$ cat src/rtl/sigacc_pkg.sv
package sigacc_pkg;

    localparam int SLOT_W = 5;
    localparam int DATA_W = 8;
    localparam int ADDR_W = 7;

    typedef enum logic [1:0] {
        MODE_ROBBED      = 2'd0,
        MODE_TRANSPARENT = 2'd1,
        MODE_COMMON      = 2'd2
    } sig_mode_e;

    typedef struct packed {
        logic assoc;
        logic common;
        logic cept;
        logic transp;
    } sig_ctrl_t;

endpackage

$ cat src/rtl/sigacc_mode_fsm.sv
module sigacc_mode_fsm
    import sigacc_pkg::*;
(
    input  logic      clk,
    input  logic      rst_n,
    input  logic      ctrl_we,
    input  sig_ctrl_t ctrl_wr,
    output sig_ctrl_t ctrl_q,
    output sig_mode_e mode_q,
    output logic      rb_enable,
    output logic      cc_enable,
    output logic      assoc_active
);

    sig_mode_e mode_d;
    sig_mode_e wr_target;

    always_comb begin
        if (ctrl_wr.transp)      wr_target = MODE_TRANSPARENT;
        else if (ctrl_wr.common) wr_target = MODE_COMMON;
        else                     wr_target = MODE_ROBBED;
    end

    // next-state: transitions only on a control write
    always_comb begin
        mode_d = mode_q;
        unique case (mode_q)
            MODE_ROBBED:      if (ctrl_we) mode_d = wr_target;
            MODE_TRANSPARENT: if (ctrl_we) mode_d = wr_target;
            MODE_COMMON:      if (ctrl_we) mode_d = wr_target;
            default:          mode_d = MODE_ROBBED;
        endcase
    end

    // state register and control register
    always_ff @(posedge clk) begin
        if (!rst_n) begin
            mode_q <= MODE_ROBBED;
            ctrl_q <= '0;
        end else begin
            mode_q <= mode_d;
            if (ctrl_we) ctrl_q <= ctrl_wr;
        end
    end

    // outputs per state
    always_comb begin
        rb_enable    = 1'b0;
        cc_enable    = 1'b0;
        assoc_active = 1'b0;
        unique case (mode_q)
            MODE_ROBBED: begin
                rb_enable    = !ctrl_q.cept;
                assoc_active = ctrl_q.assoc && !ctrl_q.cept;
            end
            MODE_TRANSPARENT: begin
                rb_enable = 1'b0;
            end
            MODE_COMMON: begin
                cc_enable    = 1'b1;
                assoc_active = ctrl_q.assoc && !ctrl_q.cept;
            end
            default: begin
                rb_enable = 1'b0;
            end
        endcase
    end


    assoc_t1_only_chk: assert property (@(posedge clk) disable iff (!rst_n)
        assoc_active |-> (!ctrl_q.cept && ctrl_q.assoc && mode_q != MODE_TRANSPARENT));


    transp_state_chk: assert property (@(posedge clk) disable iff (!rst_n)
        (ctrl_we && ctrl_wr.transp) |=> (mode_q == MODE_TRANSPARENT));

endmodule

$ cat src/rtl/sigacc_tx_path.sv
module sigacc_tx_path
    import sigacc_pkg::*;
#(
    parameter int NCH        = 24,
    parameter int CEPT_REGS  = 17,
    parameter int T1_SLOT    = 23,
    parameter int CEPT_SLOT  = 16
) (
    input  logic              clk,
    input  logic              rst_n,
    input  logic              wr_en,
    input  logic [SLOT_W-1:0] wr_idx,
    input  logic [DATA_W-1:0] wr_data,
    input  logic [SLOT_W-1:0] rd_idx,
    output logic [DATA_W-1:0] rd_data,
    input  logic              rb_enable,
    input  logic              cc_enable,
    input  logic              cept,
    input  logic              tx_valid,
    input  logic [SLOT_W-1:0] tx_slot,
    input  logic [SLOT_W-1:0] tx_frame,
    input  logic [DATA_W-1:0] tx_in,
    output logic [DATA_W-1:0] tx_out,
    output logic [1:0]        tx_rb_mode,
    output logic              tx_mf_mark,
    input  logic [SLOT_W-1:0] rx_slot,
    output logic [1:0]        rx_rb_mode
);

    localparam logic [SLOT_W-1:0] NCH_L     = SLOT_W'(NCH);
    localparam logic [SLOT_W-1:0] CEPT_LIM  = SLOT_W'(CEPT_REGS);
    localparam logic [SLOT_W-1:0] T1_CC     = SLOT_W'(T1_SLOT);
    localparam logic [SLOT_W-1:0] CEPT_CC   = SLOT_W'(CEPT_SLOT);

    logic [DATA_W-1:0] regs_q [NCH];
    logic [SLOT_W-1:0] cc_slot;
    logic [SLOT_W-1:0] cc_limit;

    for (genvar i = 0; i < NCH; i++) begin : g_reg
        always_ff @(posedge clk) begin
            if (!rst_n)
                regs_q[i] <= '0;
            else if (wr_en && wr_idx == SLOT_W'(i))
                regs_q[i] <= wr_data;
        end
    end

    always_comb rd_data = (rd_idx < NCH_L) ? regs_q[rd_idx] : '0;

    assign cc_slot  = cept ? CEPT_CC : T1_CC;
    assign cc_limit = cept ? CEPT_LIM : NCH_L;

    always_comb begin
        tx_out = tx_in;
        if (cc_enable && tx_valid && tx_slot == cc_slot && tx_frame < cc_limit)
            tx_out = regs_q[tx_frame];
    end

    always_comb begin
        tx_rb_mode = 2'b00;
        rx_rb_mode = 2'b00;
        if (rb_enable && tx_slot < NCH_L) tx_rb_mode = regs_q[tx_slot][5:4];
        if (rb_enable && rx_slot < NCH_L) rx_rb_mode = regs_q[rx_slot][5:4];
    end

    assign tx_mf_mark = tx_valid && tx_slot == '0 && tx_frame == '0;


    cept_no_rb_chk: assert property (@(posedge clk) disable iff (!rst_n)
        cept |-> (tx_rb_mode == 2'b00 && rx_rb_mode == 2'b00));


    tx_mark_slot_chk: assert property (@(posedge clk) disable iff (!rst_n)
        tx_mf_mark |-> (tx_valid && tx_slot == '0));


    tx_pass_chk: assert property (@(posedge clk) disable iff (!rst_n)
        !cc_enable |-> (tx_out == tx_in));

endmodule

$ cat src/rtl/sigacc_rx_path.sv
module sigacc_rx_path
    import sigacc_pkg::*;
#(
    parameter int NCH        = 24,
    parameter int CEPT_REGS  = 17,
    parameter int T1_SLOT    = 23,
    parameter int CEPT_SLOT  = 16
) (
    input  logic              clk,
    input  logic              rst_n,
    input  logic              cc_enable,
    input  logic              cept,
    input  logic              rx_valid,
    input  logic [SLOT_W-1:0] rx_slot,
    input  logic [SLOT_W-1:0] rx_frame,
    input  logic [DATA_W-1:0] rx_data,
    input  logic [SLOT_W-1:0] rd_idx,
    output logic [DATA_W-1:0] rd_data,
    output logic              rx_mf_mark
);

    localparam logic [SLOT_W-1:0] NCH_L    = SLOT_W'(NCH);
    localparam logic [SLOT_W-1:0] CEPT_LIM = SLOT_W'(CEPT_REGS);
    localparam logic [SLOT_W-1:0] T1_CC    = SLOT_W'(T1_SLOT);
    localparam logic [SLOT_W-1:0] CEPT_CC  = SLOT_W'(CEPT_SLOT);

    logic [NCH-1:0][DATA_W-1:0] regs_q;
    logic                       capture;
    logic [SLOT_W-1:0]          cap_slot;
    logic [SLOT_W-1:0]          cap_limit;

    assign cap_slot  = cept ? CEPT_CC : T1_CC;
    assign cap_limit = cept ? CEPT_LIM : NCH_L;
    assign capture   = cc_enable && rx_valid && rx_slot == cap_slot && rx_frame < cap_limit;

    // whole-byte update at the edge closing the capture slot
    for (genvar i = 0; i < NCH; i++) begin : g_reg
        always_ff @(posedge clk) begin
            if (!rst_n)
                regs_q[i] <= '0;
            else if (capture && rx_frame == SLOT_W'(i))
                regs_q[i] <= rx_data;
        end
    end

    always_comb rd_data = (rd_idx < NCH_L) ? regs_q[rd_idx] : '0;

    assign rx_mf_mark = rx_valid && rx_slot == '0 && rx_frame == '0;


    rx_hold_chk: assert property (@(posedge clk) disable iff (!rst_n)
        !cc_enable |=> $stable(regs_q));


    rx_slot_only_chk: assert property (@(posedge clk) disable iff (!rst_n)
        (rx_slot != cap_slot) |=> $stable(regs_q));


    rx_mark_slot_chk: assert property (@(posedge clk) disable iff (!rst_n)
        rx_mf_mark |-> (rx_valid && rx_frame == '0));

endmodule

$ cat src/rtl/sig_access_unit.sv
module sig_access_unit
    import sigacc_pkg::*;
#(
    parameter int NCH       = 24,
    parameter int CEPT_REGS = 17,
    parameter int T1_SLOT   = 23,
    parameter int CEPT_SLOT = 16
) (
    input  logic        clk,
    input  logic        rst_n,
    input  logic [6:0]  bus_addr,
    input  logic [7:0]  bus_wdata,
    input  logic        bus_we,
    output logic [7:0]  bus_rdata,
    input  logic        tx_valid,
    input  logic [4:0]  tx_slot,
    input  logic [4:0]  tx_frame,
    input  logic [7:0]  tx_in,
    output logic [7:0]  tx_out,
    output logic [1:0]  tx_rb_mode,
    output logic        tx_mf_mark,
    input  logic        rx_valid,
    input  logic [4:0]  rx_slot,
    input  logic [4:0]  rx_frame,
    input  logic [7:0]  rx_data,
    output logic [1:0]  rx_rb_mode,
    output logic        rx_mf_mark,
    output logic        assoc_active
);

    localparam logic [1:0]        PAGE_TX   = 2'b00;
    localparam logic [1:0]        PAGE_RX   = 2'b01;
    localparam logic [ADDR_W-1:0] CTRL_ADDR = 7'h40;

    sig_ctrl_t         ctrl_q;
    sig_ctrl_t         ctrl_wr;
    sig_mode_e         mode_q;
    logic              rb_enable;
    logic              cc_enable;
    logic              ctrl_we;
    logic              tx_wr;
    logic [DATA_W-1:0] tx_rd;
    logic [DATA_W-1:0] rx_rd;
    logic [1:0]        page;

    assign page    = bus_addr[6:5];
    assign ctrl_we = bus_we && bus_addr == CTRL_ADDR;
    assign tx_wr   = bus_we && page == PAGE_TX;
    assign ctrl_wr = '{assoc: bus_wdata[5], common: bus_wdata[2],
                       cept: bus_wdata[1], transp: bus_wdata[0]};

    sigacc_mode_fsm u_fsm (
        .clk          (clk),
        .rst_n        (rst_n),
        .ctrl_we      (ctrl_we),
        .ctrl_wr      (ctrl_wr),
        .ctrl_q       (ctrl_q),
        .mode_q       (mode_q),
        .rb_enable    (rb_enable),
        .cc_enable    (cc_enable),
        .assoc_active (assoc_active)
    );

    sigacc_tx_path #(
        .NCH(NCH), .CEPT_REGS(CEPT_REGS), .T1_SLOT(T1_SLOT), .CEPT_SLOT(CEPT_SLOT)
    ) u_tx (
        .clk        (clk),
        .rst_n      (rst_n),
        .wr_en      (tx_wr),
        .wr_idx     (bus_addr[4:0]),
        .wr_data    (bus_wdata),
        .rd_idx     (bus_addr[4:0]),
        .rd_data    (tx_rd),
        .rb_enable  (rb_enable),
        .cc_enable  (cc_enable),
        .cept       (ctrl_q.cept),
        .tx_valid   (tx_valid),
        .tx_slot    (tx_slot),
        .tx_frame   (tx_frame),
        .tx_in      (tx_in),
        .tx_out     (tx_out),
        .tx_rb_mode (tx_rb_mode),
        .tx_mf_mark (tx_mf_mark),
        .rx_slot    (rx_slot),
        .rx_rb_mode (rx_rb_mode)
    );

    sigacc_rx_path #(
        .NCH(NCH), .CEPT_REGS(CEPT_REGS), .T1_SLOT(T1_SLOT), .CEPT_SLOT(CEPT_SLOT)
    ) u_rx (
        .clk        (clk),
        .rst_n      (rst_n),
        .cc_enable  (cc_enable),
        .cept       (ctrl_q.cept),
        .rx_valid   (rx_valid),
        .rx_slot    (rx_slot),
        .rx_frame   (rx_frame),
        .rx_data    (rx_data),
        .rd_idx     (bus_addr[4:0]),
        .rd_data    (rx_rd),
        .rx_mf_mark (rx_mf_mark)
    );

    always_comb begin
        bus_rdata = '0;
        unique case (page)
            PAGE_TX: bus_rdata = tx_rd;
            PAGE_RX: bus_rdata = rx_rd;
            default: if (bus_addr == CTRL_ADDR)
                         bus_rdata = {2'b00, ctrl_q.assoc, 2'b00,
                                      ctrl_q.common, ctrl_q.cept, ctrl_q.transp};
        endcase
    end


    unmapped_zero_chk: assert property (@(posedge clk) disable iff (!rst_n)
        (page[1] && bus_addr != CTRL_ADDR) |-> (bus_rdata == 8'h00));

endmodule

$ cat config.mk
export PLATFORM = sky130hd
export DESIGN_NAME = sig_access_unit
export DESIGN_NICKNAME = d
export VERILOG_FILES = /design/src/rtl/sigacc_pkg.sv /design/src/rtl/sigacc_mode_fsm.sv /design/src/rtl/sigacc_tx_path.sv /design/src/rtl/sigacc_rx_path.sv /design/src/rtl/sig_access_unit.sv
export SDC_FILE = /design/constraint.sdc
export NUM_CORES = 1
export LEC_CHECK = 0
export ABC_AREA = 1
export BUFFER_PORTS_ARGS = -buffer_cell sky130_fd_sc_hd__buf_2
export CELL_PAD_IN_SITES_DETAIL_PLACEMENT = 0
export CELL_PAD_IN_SITES_GLOBAL_PLACEMENT = 1
export CORE_MARGIN = 2
export CORE_UTILIZATION = 49
export CTS_CLUSTER_SIZE = 28
export DETAILED_ROUTE_END_ITERATION = 10
export GPL_TIMING_DRIVEN = 0
export PLACE_DENSITY_LB_ADDON = 0.1
export SLEW_MARGIN = 20
export SYNTH_ARGS = -nofsm -noshare
export SYNTH_HDL_FRONTEND = slang
export SYNTH_HIERARCHICAL = 1
export SYNTH_SLANG_ARGS = --single-unit
$ cat constraint.sdc
create_clock -name clk -period 4.78 [get_ports clk]
set_clock_uncertainty 0.15 [all_clocks]
set_input_delay 0.239 -clock clk [delete_from_list [all_inputs] [get_ports clk]]
set_output_delay 0.239 -clock clk [all_outputs]
set_load 0.01 [all_outputs]
==> run metrics, run 1 <==
Clock Pin Slew Worst Setup and Hold Paths about 0.060 ns; Synth top area share 0.253; vias per cell roughly 6.0; reg2reg setup slack approximately 1.8 ns; most common cell in the netlist nand2_1; met2 usage 0.665; # rows 79; Fin. Hold Viols 0; GR Util met3 0.0678; Routed Wire Length 98,500 um; Synth area leaders edfxtp_1 (25%), dfxtp_1 (17%), nand2_1 (14%), nand3_1 (12%), nor2_1 (9.6%); Die Y about 220 um; setup_tns 0 ns; post-CTS setup buffers 0; YS warnings 6; top post-synthesis cells by count nand2_1 (831), nor2_1 (581), nand3_1 (538); Hold Path Class in -> reg; Vias between 20,000 and 25,000; # setup viols final 0; Place WS about 1.1 ns; Detail Placement HPWL 74,100 um; Max Slew Vio Count 0; Static Leak 0.0110 uW; Worst slew margin 0.271; CTS Buf Count 45; placed cell areas 23,900 um^2; required time worst endpoint 4.39 ns; DRC viols 0; GRT Util Overall 0.403; pwr dens around 320 nW/um^2; I/O pins 79; kind of critical path in -> out; Syn Inst Count ~3,400; Synth area leader edfxtp_1; 1st-pass router iterations 6; nets@finish about 3,600; CP max FO 10; crit path launch type primary input; max_cap viols 0; Mapped Area 22,800 um^2; die area about 48,000 um^2; status finished, final reports clean; CP endpoint kind output port; Mapped Avg Cell Area slightly below 7 um^2; fraction of registers with async set/reset 0; layout cells sized above 1 0.0861; global-route wire length before repair between 100,000 and 150,000 um; port bufs 73; GRT busiest layer met2; Die Wd between 200 and 250 um; DR WL/cell 23.7 um; Worst-Margin Slew approximately 1.1 ns; Post-synth EDFFs 192; # fillers ~4,500; initial core utilization 0.493; 1st-iter DRT viols approximately 3,000; Worst EP arrival ~3.4 ns; Root Buffer clkbuf_16; GP Congestion a little over 1; hold path endpoint u_fsm/mode_q[1]; Hold WS around 0.019 ns; Synth cell types 37; H-tree depth 2; ys flop type dfxtp_1; Crit Reg-Reg Endpoint u_rx/regs_q[36]; later-pin clock latency in the skew report 0.59 ns; Final min period about 3.8 ns; P&R area growth vs syn 12.2%; initial antenna violation count 2; vias in the first global route 22,752; Final Cycle Share 0.793; syn nets around 3,400; worst reg-to-reg path cell count 8; Max Buffers Root-to-Sink 3; Global Route met1 Usage 0.480; Crit Reg-Reg Startpoint u_fsm/ctrl_q[1]; largest net degree at the start of global routing 15; sequential element share of the synthesized area 0.427; Fmax achieved 264 MHz; core area ~46,000 um^2; RSZ-0062 raised after global routing false; hold path start bus_we; global route overflow 0; post-route cell area approximately 26,000 um^2; area occupied by registers 9730 um^2; Seq cells post-synth 390; footprint of the multi-input gates between 10,000 and 15,000 um^2; CTS tree built; remaining antenna violation count 0; Hold Crit Depth 5; setup ws final around 0.99 ns; clock sink count approximately 400; Peak VDD IR around 0.00031 V
[state kept, by name, summed over array words and instances (netlist names)]
name and cells:
u_rx/regs_q 192, u_tx/regs_q 192, u_fsm/ctrl_q 4, u_fsm/mode_q 2
[cells by family (layout without fill, tap and decap cells)]
logic type               after synthesis  in the layout  synth area share
AND/OR/NAND/NOR                     2034           2034             0.377
flip-flops                           390            390             0.427
AO/OA/AOI/OAI                        449            449             0.103
adder cells (fa/ha/maj)                2              2           0.00110
buffers and inverters                493            668            0.0919
other                                  0              3                 0
[how the worst max path moves through the flow]
stage | to | from | cells after the start
floorplan | u_tx/regs_q[16][0] | bus_addr[5] | 6
global placement | bus_rdata[2] | bus_addr[1] | 15
global route | bus_rdata[0] | bus_addr[1] | 15
detailed placement | bus_rdata[2] | bus_addr[1] | 15
finish | bus_rdata[2] | bus_addr[1] | 15
CTS | bus_rdata[2] | bus_addr[1] | 15
[worst max-delay path: stages]
cell and delay [ns]:
buf_2 0.26, clkbuf_1 0.66, clkbuf_1 0.75, nand3_1 0.27, nand2_1 0.13, nand2_1 0.05, nand3_1 0.13, nand2_1 0.11
nand2_1 0.14, nand2_1 0.08, nand3_1 0.08, nand2_1 0.05, inv_1 0.08, nand2_1 0.17, buf_2 0.19
[layout make-up]
cell class	instances	area share
Antenna cell	3	0.000293
Buffer	246	0.0453
Clock buffer	66	0.0498
Clock inverter	14	0.00645
Inverter	247	0.0366
Multi-Input combinational cell	2485	0.429
Sequential cell	390	0.380
Tap cell	607	0.0297
Timing Repair Buffer	95	0.0229
[per-stage QoR]
stage | instances | utilization | total power (uW)
after global placement | 4048 | 0.517 | 4800
after global routing | 4151 | 0.553 | 8470
after CTS | 4150 | 0.553 | 8230
after detailed placement | 4048 | 0.517 | 4810
after floorplan | 3368 | - | 4340
final | 4153 | 0.553 | 8250
[report_power, final]
part           internal (uW)  switching (uW)  leakage, uW
clock network           2010            1430     0.000701
logic                    286             883      0.00686
registers               3590            47.0      0.00342
total                   5880            2360       0.0110
[repair_timing]
action / in CTS / in global routing
endpoints found under the setup margin: 0 / 0
hold buffers: 22 / 0
resized for setup: 0 / 0
hold endpoints to repair: 58 / 0
[cells in the final DEF (no fill, tap or decap), drive strengths merged]
master / instances
o211ai: 27
diode: 3
nand3b: 1
nor4: 4
inv: 242
clkinv: 14
or2: 6
bufinv: 3
nand2: 833
and2: 1
nand4: 40
dlygate4sd3: 22
a21oi: 267
buf: 226
edfxtp: 192
clkbuf: 159
dfxtp: 198
o21ai: 155
nor3b: 1
nand3: 539
nor2: 598
ha: 2
clkinvlp: 2
nor3: 11
[metal layers]
| metal | share of wire | wire (um) | vias up |
|---|---|---|---|
| li1 | - | - | 11328 |
| met1 | 0.36 | 35600 | 11505 |
| met2 | 0.46 | 45400 | 1588 |
| met3 | 0.10 | 9840 | 393 |
| met4 | 0.077 | 7590 | 2 |
| met5 | 0.000081 | 8 | - |
Note: power is estimated with default switching activity, not from simulation.
==> run 2, diff against run 1 <==
--- a/config.mk
+++ b/config.mk
@@ -10,7 +10,7 @@
 export CELL_PAD_IN_SITES_DETAIL_PLACEMENT = 0
 export CELL_PAD_IN_SITES_GLOBAL_PLACEMENT = 1
 export CORE_MARGIN = 2
-export CORE_UTILIZATION = 49
+export CORE_UTILIZATION = 41
 export CTS_CLUSTER_SIZE = 28
 export DETAILED_ROUTE_END_ITERATION = 10
 export GPL_TIMING_DRIVEN = 0
==> constraint.sdc (replaced) <==
create_clock -name clk -period 3.4 [get_ports clk]
set_clock_uncertainty 0.15 [all_clocks]
set_input_delay 0.17 -clock clk [delete_from_list [all_inputs] [get_ports clk]]
set_output_delay 0.17 -clock clk [all_outputs]
set_load 0.01 [all_outputs]
==> run 2 against run 1 <==
Compared with the run above:
- routed wire length grew 4.6%
- combinational power grew 42%
- largest power group unchanged
- die area grew 19%
- final area grew 0.89%
- clock-buffer cell count grew 3
- cell count grew 3.6%
==> run metrics, run 2 (synthesis results as in run 1) <==
largest net degree at the start of global routing 19 (+4); Crit Reg-Reg Startpoint u_fsm/mode_q[1]; worst reg-to-reg path cell count 11 (+3); Peak VDD IR 0.000371 V (+20%); 1st-iter DRT viols 2,485 (-16%); # setup viols final 0 (unchanged); layout cells sized above 1 0.0865 (+0.000369); reg2reg setup slack 0.29 ns (-1.48 ns); Resized cells post-CTS 0 (unchanged); hold path endpoint u_rx/regs_q[187]; setup ws final 0.193 ns (-0.796 ns); Max Slew Vio Count 0 (unchanged); Root Buffer clkbuf_16; CTS tree built; Hold Path Class in -> reg; Place WS -0.119 ns (-1.27 ns); Hold WS 0.0555 ns (+0.0369 ns); DRC viols 0 (unchanged); vias per cell 5.61 (-6.1%); CP max FO 18 (+8); Fin. Hold Viols 0 (unchanged); Vias 24,129 (-2.8%); pwr dens 447 nW/um^2 (+39%); H-tree depth 2 (unchanged); top flop regs u_rx/regs_q (192), u_tx/regs_q (192), u_fsm/ctrl_q (4); required time worst endpoint 3.08 ns (-1.31 ns); core area 55,000 um^2 (+19%); Clock Pin Slew Worst Setup and Hold Paths 0.06 ns (about the same); Static Leak 0.0110 uW (+0.18%); Crit Reg-Reg Endpoint u_rx/regs_q[107]; crit path launch type primary input; Fmax achieved 312 MHz; vias in the first global route 22,690 (-0.27%); port bufs 73 (unchanged); I/O pins 79 (unchanged); max_cap viols 0 (unchanged); global-route wire length before repair 149,000 um (+4.3%); global route overflow 0 (unchanged); 1st-pass router iterations 5 (-1); RSZ-0062 raised after global routing false; CTS Buf Count 46 (+2.2%); remaining antenna violation count 0 (unchanged); Worst-Margin Slew 1.08 ns (-0.000697 ns); CP endpoint kind output port; Worst slew margin 0.271 (+0.000469); most frequent cells in the layout nand2_1 (831), nor2_1 (581), nand3_1 (538); Worst EP arrival 2.89 ns (-0.51 ns); Max Buffers Root-to-Sink 3 (unchanged); Final min period about 3.2 ns; Die Y 240 um (+9.2%); post-CTS setup buffers 0 (unchanged); initial core utilization 0.415 (-0.0782); GP Congestion 1.02 (-1.4%); nets@finish 3,573 (+0.14%); die area 57,500 um^2 (+19%); kind of critical path in -> out; commonest non-fill, non-tap cell in the layout nand2_1; P&R area growth vs syn 13.3%; GRT Util Overall 0.357 (-0.0458); DR WL/cell 23.9 um (+0.98%); Detail Placement HPWL 78,400 um (+5.8%); # rows 86 (+8.9%); Die Wd 240 um (+9.2%); Hold Crit Depth 5 (unchanged); Final Cycle Share 0.943; status finished, final reports clean; later-pin clock latency in the skew report 0.58 ns (about the same); hold path start rx_frame[3]; clock sink count 390 (unchanged); initial antenna violation count 3 (+1); Routed Wire Length 103,000 um (+4.6%)
run 2: cell count changes in the layout (fill, tap and decap cells not counted), sizes merged:
cell         before  now
bufinv            3    0
dlygate4sd3      22   28
clkinvlp          2    4
diode             3    2
clkbuf          159  160
clkinv           14   19
inv             242  239
run 2: worst max-delay path: stages:
cell and delay (ns):
buf_2 0.53, buf_2 0.38, inv_2 0.17, buf_2 0.25, a21oi_1 0.14, o21ai_0 0.10
nand3_1 0.18, nand3_1 0.10, nand2_1 0.13, nand2_1 0.07, nand2_1 0.11, nand2_1 0.07
nand2_1 0.08, inv_1 0.04, nand2_1 0.17, buf_2 0.17
run 2: what timing repair did:
action / CTS / global route
endpoints found under the hold margin: 70 / 0
pin swaps: 0 / 0
hold buffers: 28 / 0
endpoints found under the setup margin: 5 / 1
run 2: final cells by class:
cell class	count	area, um^2
plain buffers	244	1150
well taps	748	936
diodes	2	5.00
inverters	247	936
clock buffers	69	1350
repair buffers	101	646
multi-input cells	2485	11000
fillers	5771	29200
flip-flops and latches	390	9730
clock inverters	15	91.3
run 2: worst max path at each step:
stage               cells after the start                 end   startpoint
floorplan                               6  u_tx/regs_q[18][0]  bus_addr[5]
global placement                       15        bus_rdata[2]  bus_addr[1]
detailed placement                     15        bus_rdata[2]  bus_addr[1]
CTS                                    17        bus_rdata[2]  bus_addr[0]
global route                           13        bus_rdata[2]  bus_addr[0]
finish                                 16        bus_rdata[2]  bus_addr[1]
run 2: metrics by stage:
stage	power, uW	utilization	std cells	instance area (um^2)	setup TNS, ns
6_report	11500	0.470	4301	25800	0
5_1_grt	11900	0.469	4299	25800	0
4_1_cts	11600	0.470	4300	25800	0
3_5_place_dp	6800	0.438	4189	24100	-0.370
3_3_place_gp	6790	0.438	4189	24100	-0.227
2_1_floorplan	6100	-	3368	22800	0
run 2: where the power goes:
part	internal, uW	total, uW	switching, uW
registers	5050	5110	63.3
clock network	2750	4770	2030
logic	405	1660	1250
total	8200	11500	3340
run 2: layer usage:
| metal | vias to the layer above | GRT usage | part of all wire |
|---|---|---|---|
| li1 | 11334 | - | - |
| met1 | 11377 | 0.429 | 0.38 |
| met3 | 302 | 0.0528 | 0.075 |
| met2 | 1112 | 0.604 | 0.47 |
| met4 | 4 | 0.214 | 0.069 |
| met5 | - | 0 | 0.00017 |
